`src/rtl/bss_pkg.sv`:
```
package bss_pkg;
  typedef enum logic {
    OPM_STANDALONE = 1'b0,
    OPM_CTRLPORT   = 1'b1
  } opmode_e;

  typedef struct packed {
    opmode_e mode;
    logic    proto_i2s;
  } strap_t;
endpackage

```
`src/rtl/bss_rst_sync.sv`:
```
module bss_rst_sync #(
  parameter int STAGES = 2
) (
  input  logic clk,
  input  logic arst_n,
  output logic rst_n_o
);
  logic [STAGES-1:0] chain_q;
  logic [STAGES-1:0] chain_nxt;

  always_comb begin
    chain_nxt = {chain_q[STAGES-2:0], 1'b1};
  end

  always_ff @(posedge clk or negedge arst_n) begin
    if (!arst_n) chain_q <= '0;
    else         chain_q <= chain_nxt;
  end

  assign rst_n_o = chain_q[STAGES-1];
endmodule

```
`src/rtl/bss_strap_latch.sv`:
```
module bss_strap_latch
  import bss_pkg::*;
#(
  parameter int STRAP_CYCLES = 250
) (
  input  logic   clk,
  input  logic   rst_n,
  input  logic   strap_pin,
  input  logic   proto_pin,
  output strap_t strap_o,
  output logic   valid_o,
  output logic   port_en_o
);
  localparam int CNT_W = $clog2(STRAP_CYCLES + 1);
  localparam logic [CNT_W-1:0] LAST = CNT_W'(STRAP_CYCLES - 1);

  logic [CNT_W-1:0] cnt_q, cnt_nxt;
  logic             valid_q, valid_nxt;
  logic             port_q, port_nxt;
  strap_t           strap_q, strap_nxt;
  logic             cnt_en, strap_en;

  always_comb begin
    cnt_nxt   = cnt_q;
    valid_nxt = valid_q;
    port_nxt  = port_q;
    strap_nxt = strap_q;
    cnt_en    = 1'b0;
    strap_en  = 1'b0;
    if (!valid_q) begin
      cnt_en = 1'b1;
      if (cnt_q == LAST) begin
        valid_nxt           = 1'b1;
        strap_en            = 1'b1;
        strap_nxt.mode      = opmode_e'(strap_pin);
        strap_nxt.proto_i2s = proto_pin;
      end else begin
        cnt_nxt = cnt_q + 1'b1;
      end
    end else if (strap_q.mode == OPM_CTRLPORT && !strap_pin) begin
      port_nxt = 1'b1;
    end
  end

  always_ff @(posedge clk or negedge rst_n) begin
    if (!rst_n) begin
      cnt_q   <= '0;
      valid_q <= 1'b0;
      port_q  <= 1'b0;
      strap_q <= '{mode: OPM_STANDALONE, proto_i2s: 1'b0};
    end else begin
      if (cnt_en)   cnt_q   <= cnt_nxt;
      if (strap_en) strap_q <= strap_nxt;
      valid_q <= valid_nxt;
      port_q  <= port_nxt;
    end
  end

  assign strap_o   = strap_q;
  assign valid_o   = valid_q;
  assign port_en_o = port_q;
endmodule

```
`src/rtl/bss_cal_seq.sv`:
```
module bss_cal_seq #(
  parameter int SYNC_STAGES = 2,
  parameter int CAL_CYCLES  = 16
) (
  input  logic clk,
  input  logic rst_n,
  input  logic cal_req,
  output logic busy_o,
  output logic start_o,
  output logic fsync_o
);
  localparam int CAL_W = $clog2(CAL_CYCLES + 1);
  localparam logic [CAL_W-1:0] LOAD = CAL_W'(CAL_CYCLES - 1);

  logic [SYNC_STAGES-1:0] req_sync_q, req_sync_nxt;
  logic                   req_dly_q;
  logic                   req_rise;
  logic [CAL_W-1:0]       cnt_q, cnt_nxt;
  logic                   busy_q, busy_nxt;
  logic                   start_q, start_nxt;
  logic                   fsync_q, fsync_nxt;
  logic                   cnt_en;

  always_comb begin
    req_sync_nxt = {req_sync_q[SYNC_STAGES-2:0], cal_req};
    req_rise     = req_sync_q[SYNC_STAGES-1] & ~req_dly_q;
    cnt_nxt      = cnt_q;
    busy_nxt     = busy_q;
    start_nxt    = 1'b0;
    fsync_nxt    = 1'b0;
    cnt_en       = 1'b0;
    if (busy_q) begin
      cnt_en = 1'b1;
      if (cnt_q == '0) begin
        busy_nxt  = 1'b0;
        fsync_nxt = 1'b1;
      end else begin
        cnt_nxt = cnt_q - 1'b1;
      end
    end else if (req_rise) begin
      cnt_en    = 1'b1;
      busy_nxt  = 1'b1;
      start_nxt = 1'b1;
      cnt_nxt   = LOAD;
    end
  end

  always_ff @(posedge clk or negedge rst_n) begin
    if (!rst_n) begin
      req_sync_q <= '0;
      req_dly_q  <= 1'b0;
      cnt_q      <= '0;
      busy_q     <= 1'b0;
      start_q    <= 1'b0;
      fsync_q    <= 1'b0;
    end else begin
      req_sync_q <= req_sync_nxt;
      req_dly_q  <= req_sync_q[SYNC_STAGES-1];
      if (cnt_en) cnt_q <= cnt_nxt;
      busy_q     <= busy_nxt;
      start_q    <= start_nxt;
      fsync_q    <= fsync_nxt;
    end
  end

  assign busy_o  = busy_q;
  assign start_o = start_q;
  assign fsync_o = fsync_q;
endmodule

```
`src/rtl/boot_strap_cal_seq.sv`:
```
module boot_strap_cal_seq
  import bss_pkg::*;
#(
  parameter int SYNC_STAGES  = 2,
  parameter int STRAP_CYCLES = 250,
  parameter int CAL_CYCLES   = 16
) (
  input  logic clk_mclk,
  input  logic por_n,
  input  logic strap_pin,
  input  logic proto_pin,
  input  logic ctl_clk_in,
  input  logic ctl_din_in,
  input  logic cal_req,
  output logic mode_valid,
  output logic ctrl_mode,
  output logic proto_i2s,
  output logic port_en,
  output logic ctl_clk_out,
  output logic ctl_din_out,
  output logic cal_busy,
  output logic cal_start,
  output logic frame_sync
);
  logic   rst_n_int;
  strap_t strap_w;

  bss_rst_sync #(.STAGES(SYNC_STAGES)) u_rst_sync (
    .clk     (clk_mclk),
    .arst_n  (por_n),
    .rst_n_o (rst_n_int)
  );

  bss_strap_latch #(.STRAP_CYCLES(STRAP_CYCLES)) u_strap (
    .clk       (clk_mclk),
    .rst_n     (rst_n_int),
    .strap_pin (strap_pin),
    .proto_pin (proto_pin),
    .strap_o   (strap_w),
    .valid_o   (mode_valid),
    .port_en_o (port_en)
  );

  bss_cal_seq #(.SYNC_STAGES(SYNC_STAGES), .CAL_CYCLES(CAL_CYCLES)) u_cal (
    .clk     (clk_mclk),
    .rst_n   (rst_n_int),
    .cal_req (cal_req),
    .busy_o  (cal_busy),
    .start_o (cal_start),
    .fsync_o (frame_sync)
  );

  assign ctrl_mode   = (strap_w.mode == OPM_CTRLPORT);
  assign proto_i2s   = strap_w.proto_i2s;
  assign ctl_clk_out = ctl_clk_in & port_en;
  assign ctl_din_out = ctl_din_in & port_en;
endmodule

```
`config.mk`:
```
export PLATFORM = sky130hd
export DESIGN_NAME = boot_strap_cal_seq
export DESIGN_NICKNAME = d
export VERILOG_FILES = /design/src/rtl/bss_pkg.sv /design/src/rtl/bss_rst_sync.sv /design/src/rtl/bss_strap_latch.sv /design/src/rtl/bss_cal_seq.sv /design/src/rtl/boot_strap_cal_seq.sv
export SDC_FILE = /design/constraint.sdc
export NUM_CORES = 1
export LEC_CHECK = 0
export ABC_AREA = 1
export BUFFER_PORTS_ARGS = -buffer_cell sky130_fd_sc_hd__buf_4
export CORE_ASPECT_RATIO = 1.75
export CORE_MARGIN = 10
export CORE_UTILIZATION = 25
export CTS_CLUSTER_SIZE = 30
export DETAILED_ROUTE_END_ITERATION = 7
export SYNTH_ARGS = -nofsm -noshare
export SYNTH_HDL_FRONTEND = slang
export SYNTH_SLANG_ARGS = --single-unit
```
`constraint.sdc`:
```
create_clock -name clk_mclk -period 1.25 [get_ports clk_mclk]
set_clock_uncertainty 0.15 [all_clocks]
set_input_delay 0.25 -clock clk_mclk [delete_from_list [all_inputs] [get_ports clk_mclk]]
set_output_delay 0.25 -clock clk_mclk [all_outputs]
set_load 0.02 [all_outputs]
```
==> results of run 1 <==
==> worst max-delay path by stage <==
stage          slack, ns                to  cells after the start
3_3_place_gp       -0.08  u_strap.cnt_q[2]                      8
4_1_cts            -0.09       ctl_din_out                      3
3_5_place_dp        -0.1  u_strap.cnt_q[2]                      8
5_1_grt            -0.17  u_strap.cnt_q[4]                      8
2_1_floorplan      -0.06  u_strap.cnt_q[2]                      9
6_report           -0.08  u_strap.cnt_q[4]                      7
==> per-layer routing <==
metal / wire, um / global-route usage
met1: 993 / 0.0604
met2: 1290 / 0.130
met3: 106 / 0.0125
met4: 54 / 0.0458
met5: 0 / 0
==> worst max-delay path: stages (launching register included) <==
cell	delay [ns]
dfrtp_1	0.41
ha_2	0.19
inv_2	0.04
nor2_4	0.12
nand2_2	0.11
nand2_2	0.15
nand2_1	0.06
nand2_1	0.05
==> logic make-up after synthesis <==
group	share of synthesized area
and+or+nand+nor	0.287
DFF	0.537
buffers and inverters	0.0720
AOI/OAI and AO/OA	0.0462
xor gates and xnor gates	0.0226
adders and majority gates	0.0322
other	0.00322
==> cell usage after synthesis (2+ instances only) <==
library cell	number	area, sq um
dfrtp_1	25	626
ha_1	3	37.5
nor2_1	9	33.8
inv_1	18	67.6
nand3b_1	2	15.0
nand2_1	56	210
nor2_2	2	12.5
nand3_1	10	50.1
xnor2_1	2	17.5
o21ai_1	3	15.0
==> stage by stage <==
step	hold WS [ns]	worst slack (ns)
2_1_floorplan	-0.196	-0.0557
3_3_place_gp	-0.116	-0.0783
3_5_place_dp	-0.116	-0.0981
4_1_cts	0.0764	-0.0912
5_1_grt	0.0952	-0.173
6_report	0.0721	-0.0821
==> sequential cells by signal, summed over array words and instances (netlist names) <==
signal,count
u_strap.valid_o,1
u_rst_sync.chain_q,2
u_cal.busy_o,1
u_cal.fsync_o,1
u_cal.req_dly_q,1
u_strap.port_en_o,1
u_cal.req_sync_q,2
u_cal.start_o,1
u_strap.cnt_q,8
u_strap.strap_o,2
u_cal.cnt_q,5
==> power groups by stage <==
stage	Sequential [mW]	Clock (mW)	Combinational (mW)
after floorplan	1.05	0	0.375
after global placement	0.997	0	0.792
after detailed placement	0.996	0	0.811
after CTS	0.973	0.507	0.948
after global routing	0.982	0.552	1.18
final	0.971	0.489	1.05
==> final cells by class <==
cell class,instances,share of cell area
timing repair buffer,43,0.211
inverter,18,0.0398
tap,51,0.0376
multi-input combinational,97,0.315
clock inverter,1,0.00442
clock buffer,3,0.0243
sequential,25,0.368
==> repair_timing <==
item                                    in CTS  in global routing
endpoints found under the hold margin        3                  0
endpoints found under the setup margin      19                 23
hold buffers                                 2                  0
resized for setup                           11                  9
cloned                                       1                  0
pin swaps                                    5                  2
setup buffers                                4                  3
==> results_dict.tcl, run 1 <==
set metrics [dict create \
    final_area_sq_um 1700 \
    vias 1004 \
    grt_use_total 0.0670 \
    clock_latency_ns 0.27 \
    yosysWarnings 0 \
    core-area_sq_um 4440 \
    cts.root.buffer_cell "clkbuf_8" \
    critPathRequiredTime_ns 1.31 \
    cts-buffers-inserted 3 \
    drt_iter0_drc 38 \
    cts-htree-levels 1 \
    io_buffers 15 \
    cp_max_fo 5 \
    grt-ovfl-total 0 \
    hold_violations 0 \
    vias_per_cell 4.22 \
    ys_types 21 \
    switching_power_mw 0.818 \
    setup-violations-final 17 \
    post-route-period-util 1.07 \
    drive_above_1_share 0.353 \
    mostFrequentLayoutCells "nand2_1 (49), buf_4 (33), dfrtp_1 (25)" \
    area_growth_pct 45.8 \
    antenna_found_initial 0 \
    syn_area_sq_um 1160 \
    start_util 0.262 \
    wl_per_cell_um 10.3 \
    start_kind "flop" \
    grt_max_degree 24 \
    layout_setup_ws_ns -0.0821 \
    power_density_nw_per_um2 1480 \
    routabilityCongestion 0.816 \
    syn_nets 151 \
    layout.nets 198 \
    drv_slew 0 \
    power_mw 2.51 \
    synth-main-ff-cell "dfrtp_1" \
    p_clk_frac 0.195 \
    layout_commonest_cell "nand2_1" \
    n_fill_cell 452 \
    p_seq_frac 0.387 \
    cts_buffer_depth 2 \
    r2r-end "u_strap.cnt_q[4]" \
    avgSynthCellArea_sq_um 8.26 \
    criticalPathCategory "flop to flop" \
    ys_seq_area_frac 0.537 \
    r2r_cells 7 \
    path_clk_slew_ns 0.09 \
    antenna_left 0 \
    drcViolationCount 0 \
    multiInputGateArea_sq_um 534 \
    swShare 0.326 \
    fmax_mhz 751 \
    dieHeight_um 110 \
    status "finished with violations" \
    num_io_pins 16 \
    irDropWorstVdd_mv 0.683 \
    maxCapViolations 0 \
    fin_cells 238 \
    n_antenna_cell 0 \
    hold_class "flop to async pin" \
    reg2reg_setup_slack_ns -0.08 \
    p_comb_frac 0.418 \
    crit_path_end_kind "flop" \
    regArea_sq_um 626 \
    fp-row-count 32 \
    firstDrtPassIters 4 \
    cts_tree "done" \
    placed_area_sq_um 1500 \
    r2r_start "u_strap.cnt_q[0]" \
    grt_pass1_wl_um 4340 \
    numClockSinks 25 \
    synth_seq_cells 25 \
    grt_pass1_vias 1015 \
    setup_tns_ns -1.14 \
    cp-startpoint "u_strap.cnt_q[0]" \
    synth_edf_count 0 \
    postLayoutCoreUtil 0.382 \
    fp.dieW_um 71.6 \
    p_leak_nw 0.889 \
    wirelength_um 2450 \
    crit_arrival_ns 1.39 \
    dp.cells 225 \
    rsz0062_at_grt "true" \
    dieArea_sq_um 7900 \
    hpwl_um 1780 \
    syn_inst 141 \
    fin_crit_ns 1.33 \
    violations "negative setup slack" \
    synthArstFlopShare 1.00 \
    intPower_mw 1.69 \
]
Power figures use the tool's default switching activity.
==> run 2, diff against run 1 <==
--- a/config.mk
+++ b/config.mk
@@ -7,11 +7,13 @@
 export LEC_CHECK = 0
 export ABC_AREA = 1
 export BUFFER_PORTS_ARGS = -buffer_cell sky130_fd_sc_hd__buf_4
+export CAP_MARGIN = 20
 export CORE_ASPECT_RATIO = 1.75
 export CORE_MARGIN = 10
 export CORE_UTILIZATION = 25
 export CTS_CLUSTER_SIZE = 30
 export DETAILED_ROUTE_END_ITERATION = 7
+export SETUP_SLACK_MARGIN = 0.3
 export SYNTH_ARGS = -nofsm -noshare
 export SYNTH_HDL_FRONTEND = slang
 export SYNTH_SLANG_ARGS = --single-unit
==> run 2 against run 1 <==
The flow still finishes with violations (negative setup slack); register-to-register slack got worse by 0.03 ns; first-iteration DRC count is 13% lower; power increased by 4.9%; sequential share of layout area shrank 1.4 points; combinational power is 11% higher; critical endpoint is now u_cal.cnt_q[0]; largest cell class unchanged.
==> results_dict.tcl, run 2 (synthesized netlist as in run 1, its figures left out) <==
set metrics [dict create \
    hold_violations 0 \
    vias 1000 \
    wirelength_um 2640 \
    path_clk_slew_ns 0.09 \
    grt-ovfl-total 0 \
    drcViolationCount 0 \
    start_kind "flop" \
    largest_register_ffs 8 \
    cts-buffers-inserted 3 \
    cts-htree-levels 1 \
    regArea_sq_um 631 \
    placed_area_sq_um 1490 \
    fmax_mhz 735 \
    io_buffers 15 \
    vias_per_cell 4.24 \
    fp-row-count 32 \
    intPower_mw 1.71 \
    p_comb_frac 0.446 \
    rsz0062_at_grt "true" \
    p_leak_nw 0.875 \
    p_clk_frac 0.179 \
    n_antenna_cell 0 \
    grt_use_total 0.0693 \
    layout.nets 196 \
    crit_path_end_kind "flop" \
    cts_tree "done" \
    routabilityCongestion 0.763 \
    power_density_nw_per_um2 1480 \
    post-route-period-util 1.09 \
    critPathRequiredTime_ns 1.26 \
    worst_hold_slack_ns 0.0675 \
    hpwl_um 1740 \
    cts_buffer_depth 2 \
    grt_max_degree 24 \
    cts.root.buffer_cell "clkbuf_8" \
    hold_class "flop to async pin" \
    grt_pass1_vias 1042 \
    irDropWorstVdd_mv 0.765 \
    dieHeight_um 110 \
    fin_crit_ns 1.36 \
    drive_above_1_share 0.470 \
    dieArea_sq_um 7900 \
    num_io_pins 16 \
    firstDrtPassIters 4 \
    area_growth_pct 52.7 \
    n_fill_cell 442 \
    core-area_sq_um 4440 \
    switching_power_mw 0.922 \
    numClockSinks 25 \
    start_util 0.262 \
    antenna_found_initial 0 \
    final_area_sq_um 1780 \
    dp_slack_ns -0.144 \
    grt_pass1_wl_um 4430 \
    drv_slew 0 \
    maxCapViolations 0 \
    fp.dieW_um 71.6 \
    setup-violations-final 18 \
    p_seq_frac 0.375 \
    swShare 0.350 \
    mostFrequentLayoutCells "nand2_1 (39), buf_4 (24), dfrtp_1 (21)" \
    cp_max_fo 5 \
    wl_per_cell_um 11.2 \
    layout_setup_ws_ns -0.111 \
    crit_arrival_ns 1.37 \
    violations "negative setup slack" \
    clock_latency_ns 0.26 \
    power_mw 2.63 \
    reg.largest.list "u_strap.cnt_q x8, u_cal.cnt_q x5" \
    layout_commonest_cell "nand2_1" \
    drt_iter0_drc 33 \
    multiInputGateArea_sq_um 592 \
    status "finished with violations" \
    criticalPathCategory "flop to flop" \
    top_register "u_strap.cnt_q" \
    antenna_left 0 \
]
run 2: worst max-delay path, cell delays in order (launching register included):
cell	delay (ns)
dfrtp_1	0.39
inv_2	0.07
ha_4	0.15
nand3b_1	0.11
nand2_2	0.16
nand2_4	0.10
nand2_2	0.07
nand2_1	0.05
run 2: area by class of cell:
class / instances / area share
clock buffer: 3 / 0.0232
clock inverter: 1 / 0.00281
inverter: 18 / 0.0436
multi-input combinational: 97 / 0.333
sequential: 25 / 0.354
tap: 51 / 0.0359
timing repair buffer: 41 / 0.207
run 2: path summary, 6_finish.rpt:
check / start / to / slack [ns] / depth (start not counted)
setup / recovery: u_cal.cnt_q[1] / u_cal.cnt_q[0] / -0.11 / 7
hold / removal: u_rst_sync.chain_q[1] / u_cal.cnt_q[0] / 0.07 / 1
setup reg to reg: u_cal.cnt_q[1] / u_cal.cnt_q[0] / -0.11 / 7
hold reg to reg: u_rst_sync.chain_q[1] / u_cal.cnt_q[0] / 0.07 / 1
max in group asynchronous: u_rst_sync.chain_q[1] / u_strap.valid_o / 0.63 / 1
min in group clk_mclk: proto_pin / u_strap.strap_o[0] / 0.07 / 3
run 2: repair_timing:
action / 4_1_cts / 5_1_grt
setup endpoints to repair: 27 / 29
resized for setup: 27 / 21
pin swaps: 10 / 7
setup buffers: 6 / 1
cloned: 1 / 0
endpoints found under the hold margin: 3 / 0
hold buffers: 2 / 0
run 2: metal layers:
metal | part of all wire | global-route usage | up-vias
li1 | - | - | 516
met1 | 0.37 | 0.0664 | 463
met2 | 0.58 | 0.127 | 15
met3 | 0.023 | 0.00895 | 6
met4 | 0.034 | 0.0597 | 0
met5 | 0 | 0 | -
run 2: per-stage QoR:
step	std cells	utilization	setup TNS (ns)
2_1_floorplan	141	-	-0.288
3_3_place_gp	222	0.334	-0.856
3_5_place_dp	222	0.334	-1.22
4_1_cts	235	0.382	-1.24
5_1_grt	236	0.400	-3.07
6_report	236	0.400	-1.45
run 2: power by group through the flow:
stage / registers [mW] / clock network [mW] / logic [mW]
4_1_cts: 0.984 / 0.490 / 0.945
6_report: 0.987 / 0.470 / 1.17
2_1_floorplan: 1.06 / 0 / 0.381
3_3_place_gp: 1.02 / 0 / 0.720
5_1_grt: 1.00 / 0.534 / 1.29
3_5_place_dp: 1.01 / 0 / 0.732
==> run 3, diff against run 2 <==
==> constraint.sdc (replaced) <==
create_clock -name clk_mclk -period 1.25 [get_ports clk_mclk]
set_clock_uncertainty 0.15 [all_clocks]
set_input_delay 0.3125 -clock clk_mclk [delete_from_list [all_inputs] [get_ports clk_mclk]]
set_output_delay 0.3125 -clock clk_mclk [all_outputs]
set_load 0.02 [all_outputs]
==> run 3 against run 2 <==
The run still ends with negative setup slack left; final cell count unchanged; sequential share of layout area down 0.52 points; worst setup slack worse by 0.025 ns; worst hold slack about the same; maximum frequency down 1.8%; non-clock buffer count unchanged; via count up 0.60%; power down 0.12%; wire length up 0.79%; largest power group unchanged.
==> results_dict.tcl, run 3 (synthesized netlist as in run 1, its figures left out) <==
set metrics [dict create \
    status "finished with violations" \
    violations "negative setup slack" \
    fmax_mhz 721 \
    clock_latency_ns 0.26 \
    criticalPathCategory "flop to output pin" \
    num_io_pins 16 \
    irDropWorstVdd_mv 0.788 \
    path_clk_slew_ns 0.09 \
    start_util 0.262 \
    core-area_sq_um 4440 \
    fp.dieW_um 71.6 \
    drcViolationCount 0 \
    path_delay_family "flip-flops" \
    numClockSinks 25 \
    reg.largest.list "u_strap.cnt_q x8, u_cal.cnt_q x5" \
    rsz0062_at_grt "true" \
    cts-buffers-inserted 3 \
    vias_per_cell 4.26 \
    fp-row-count 32 \
    p_leak_nw 0.893 \
    hpwl_um 1740 \
    area_growth_pct 55.0 \
    post-route-period-util 1.11 \
    wirelength_um 2660 \
    mostFrequentLayoutCells "nand2_1 (37), buf_4 (24), dfrtp_1 (21)" \
    n_antenna_cell 0 \
    routabilityCongestion 0.763 \
    setup-violations-final 23 \
    dp.cells 222 \
    reg2reg_setup_slack_ns -0.12 \
    start_kind "flop" \
    vias 1006 \
    hold_class "flop to async pin" \
    grt_pass1_wl_um 4460 \
    io_buffers 15 \
    grt-ovfl-total 0 \
    wl_per_cell_um 11.3 \
    power_density_nw_per_um2 1460 \
    grt_pass1_vias 1018 \
    cpMaxStageDelayCell "dfrtp_2" \
    dieArea_sq_um 7900 \
    path_cells "nand2_2 > inv_2 > buf_6" \
    antenna_found_initial 0 \
    path_buf_inv 2 \
    top_register "u_strap.cnt_q" \
    largest_register_ffs 8 \
    cts_buffer_depth 2 \
    critPathRequiredTime_ns 0.79 \
    cts_tree "done" \
    dieHeight_um 110 \
    cts.root.buffer_cell "clkbuf_8" \
    grt_use_total 0.0702 \
    hold_violations 0 \
    layout_commonest_cell "nand2_1" \
    drt_iter0_drc 33 \
    maxCapViolations 0 \
    grt_max_degree 24 \
    cp_max_fo 4 \
    firstDrtPassIters 4 \
    antenna_left 0 \
    power_mw 2.63 \
    slowest_delay_ns 0.45 \
    fin_crit_ns 1.39 \
    drv_slew 0 \
    cts-htree-levels 1 \
    n_fill_cell 439 \
    crit_arrival_ns 0.92 \
    layout_setup_ws_ns -0.136 \
    drive_above_1_share 0.486 \
    layout.nets 196 \
    crit_path_end_kind "output pin" \
    fin_cells 236 \
]
[run 3: repair_timing]
action | CTS | global route
gates resized for setup | 30 | 24
buffers inserted | 6 | 1
gates cloned | 1 | 0
endpoints found under the hold margin | 3 | 1
hold buffers | 1 | 1
setup endpoints to repair | 27 | 29
pin swaps | 16 | 10
[run 3: worst reg2reg max path, delay by kind of cell, from the launching register on]
| kind | cells | cell delay (ns) |
|---|---|---|
| buffers and inverters | 3 | 0.25 |
| flip-flops | 1 | 0.40 |
| AO/OA/AOI/OAI | 1 | 0.08 |
| AND/OR/NAND/NOR | 3 | 0.23 |
| adder cells (fa/ha/maj) | 1 | 0.16 |
[run 3: where the power goes]
group	switching [mW]	total [mW]	leakage (nW)	internal, mW
clock	0.245	0.467	0.0255	0.222
sequential	0.0665	0.987	0.305	0.921
combinational	0.608	1.17	0.563	0.565
total	0.919	2.63	0.893	1.71
[run 3: cell type report]
class                           count  area [sq um]  share of cell area
Clock buffer                        3          41.3              0.0229
Timing Repair Buffer               41           369               0.204
Inverter                           18          77.6              0.0430
Sequential cell                    25           631               0.349
Multi-Input combinational cell     97           618               0.342
Tap cell                           51          63.8              0.0353
Clock inverter                      1          5.00             0.00277
[run 3: worst paths after layout]
path                                        from  cells after the start                 end
min reg2reg                u_rst_sync.chain_q[1]                      1      u_cal.cnt_q[0]
min in group clk_mclk                  proto_pin                      3  u_strap.strap_o[0]
max                            u_strap.port_en_o                      3         ctl_clk_out
min                        u_rst_sync.chain_q[1]                      1      u_cal.cnt_q[0]
max reg2reg                     u_strap.cnt_q[1]                      8    u_strap.cnt_q[0]
max in group asynchronous  u_rst_sync.chain_q[1]                      1     u_strap.valid_o
[run 3: per-layer routing]
| metal | wire length [um] | GRT usage |
|---|---|---|
| met1 | 990 | 0.0716 |
| met5 | 0 | 0 |
| met4 | 104 | 0.0625 |
| met3 | 60 | 0.00895 |
| met2 | 1510 | 0.122 |
[run 3: per-stage QoR]
step,hold slack (ns),utilization,worst slack (ns),cell area [sq um],setup TNS [ns]
after floorplan,-0.133,-,-0.0550,1200,-0.288
after global placement,-0.0533,0.334,-0.0953,1490,-0.856
after detailed placement,-0.0536,0.334,-0.144,1490,-1.22
after CTS,-0.00842,0.382,-0.148,1700,-1.75
after global routing,0.111,0.406,-0.209,1810,-3.76
final,0.0672,0.406,-0.136,1810,-1.90
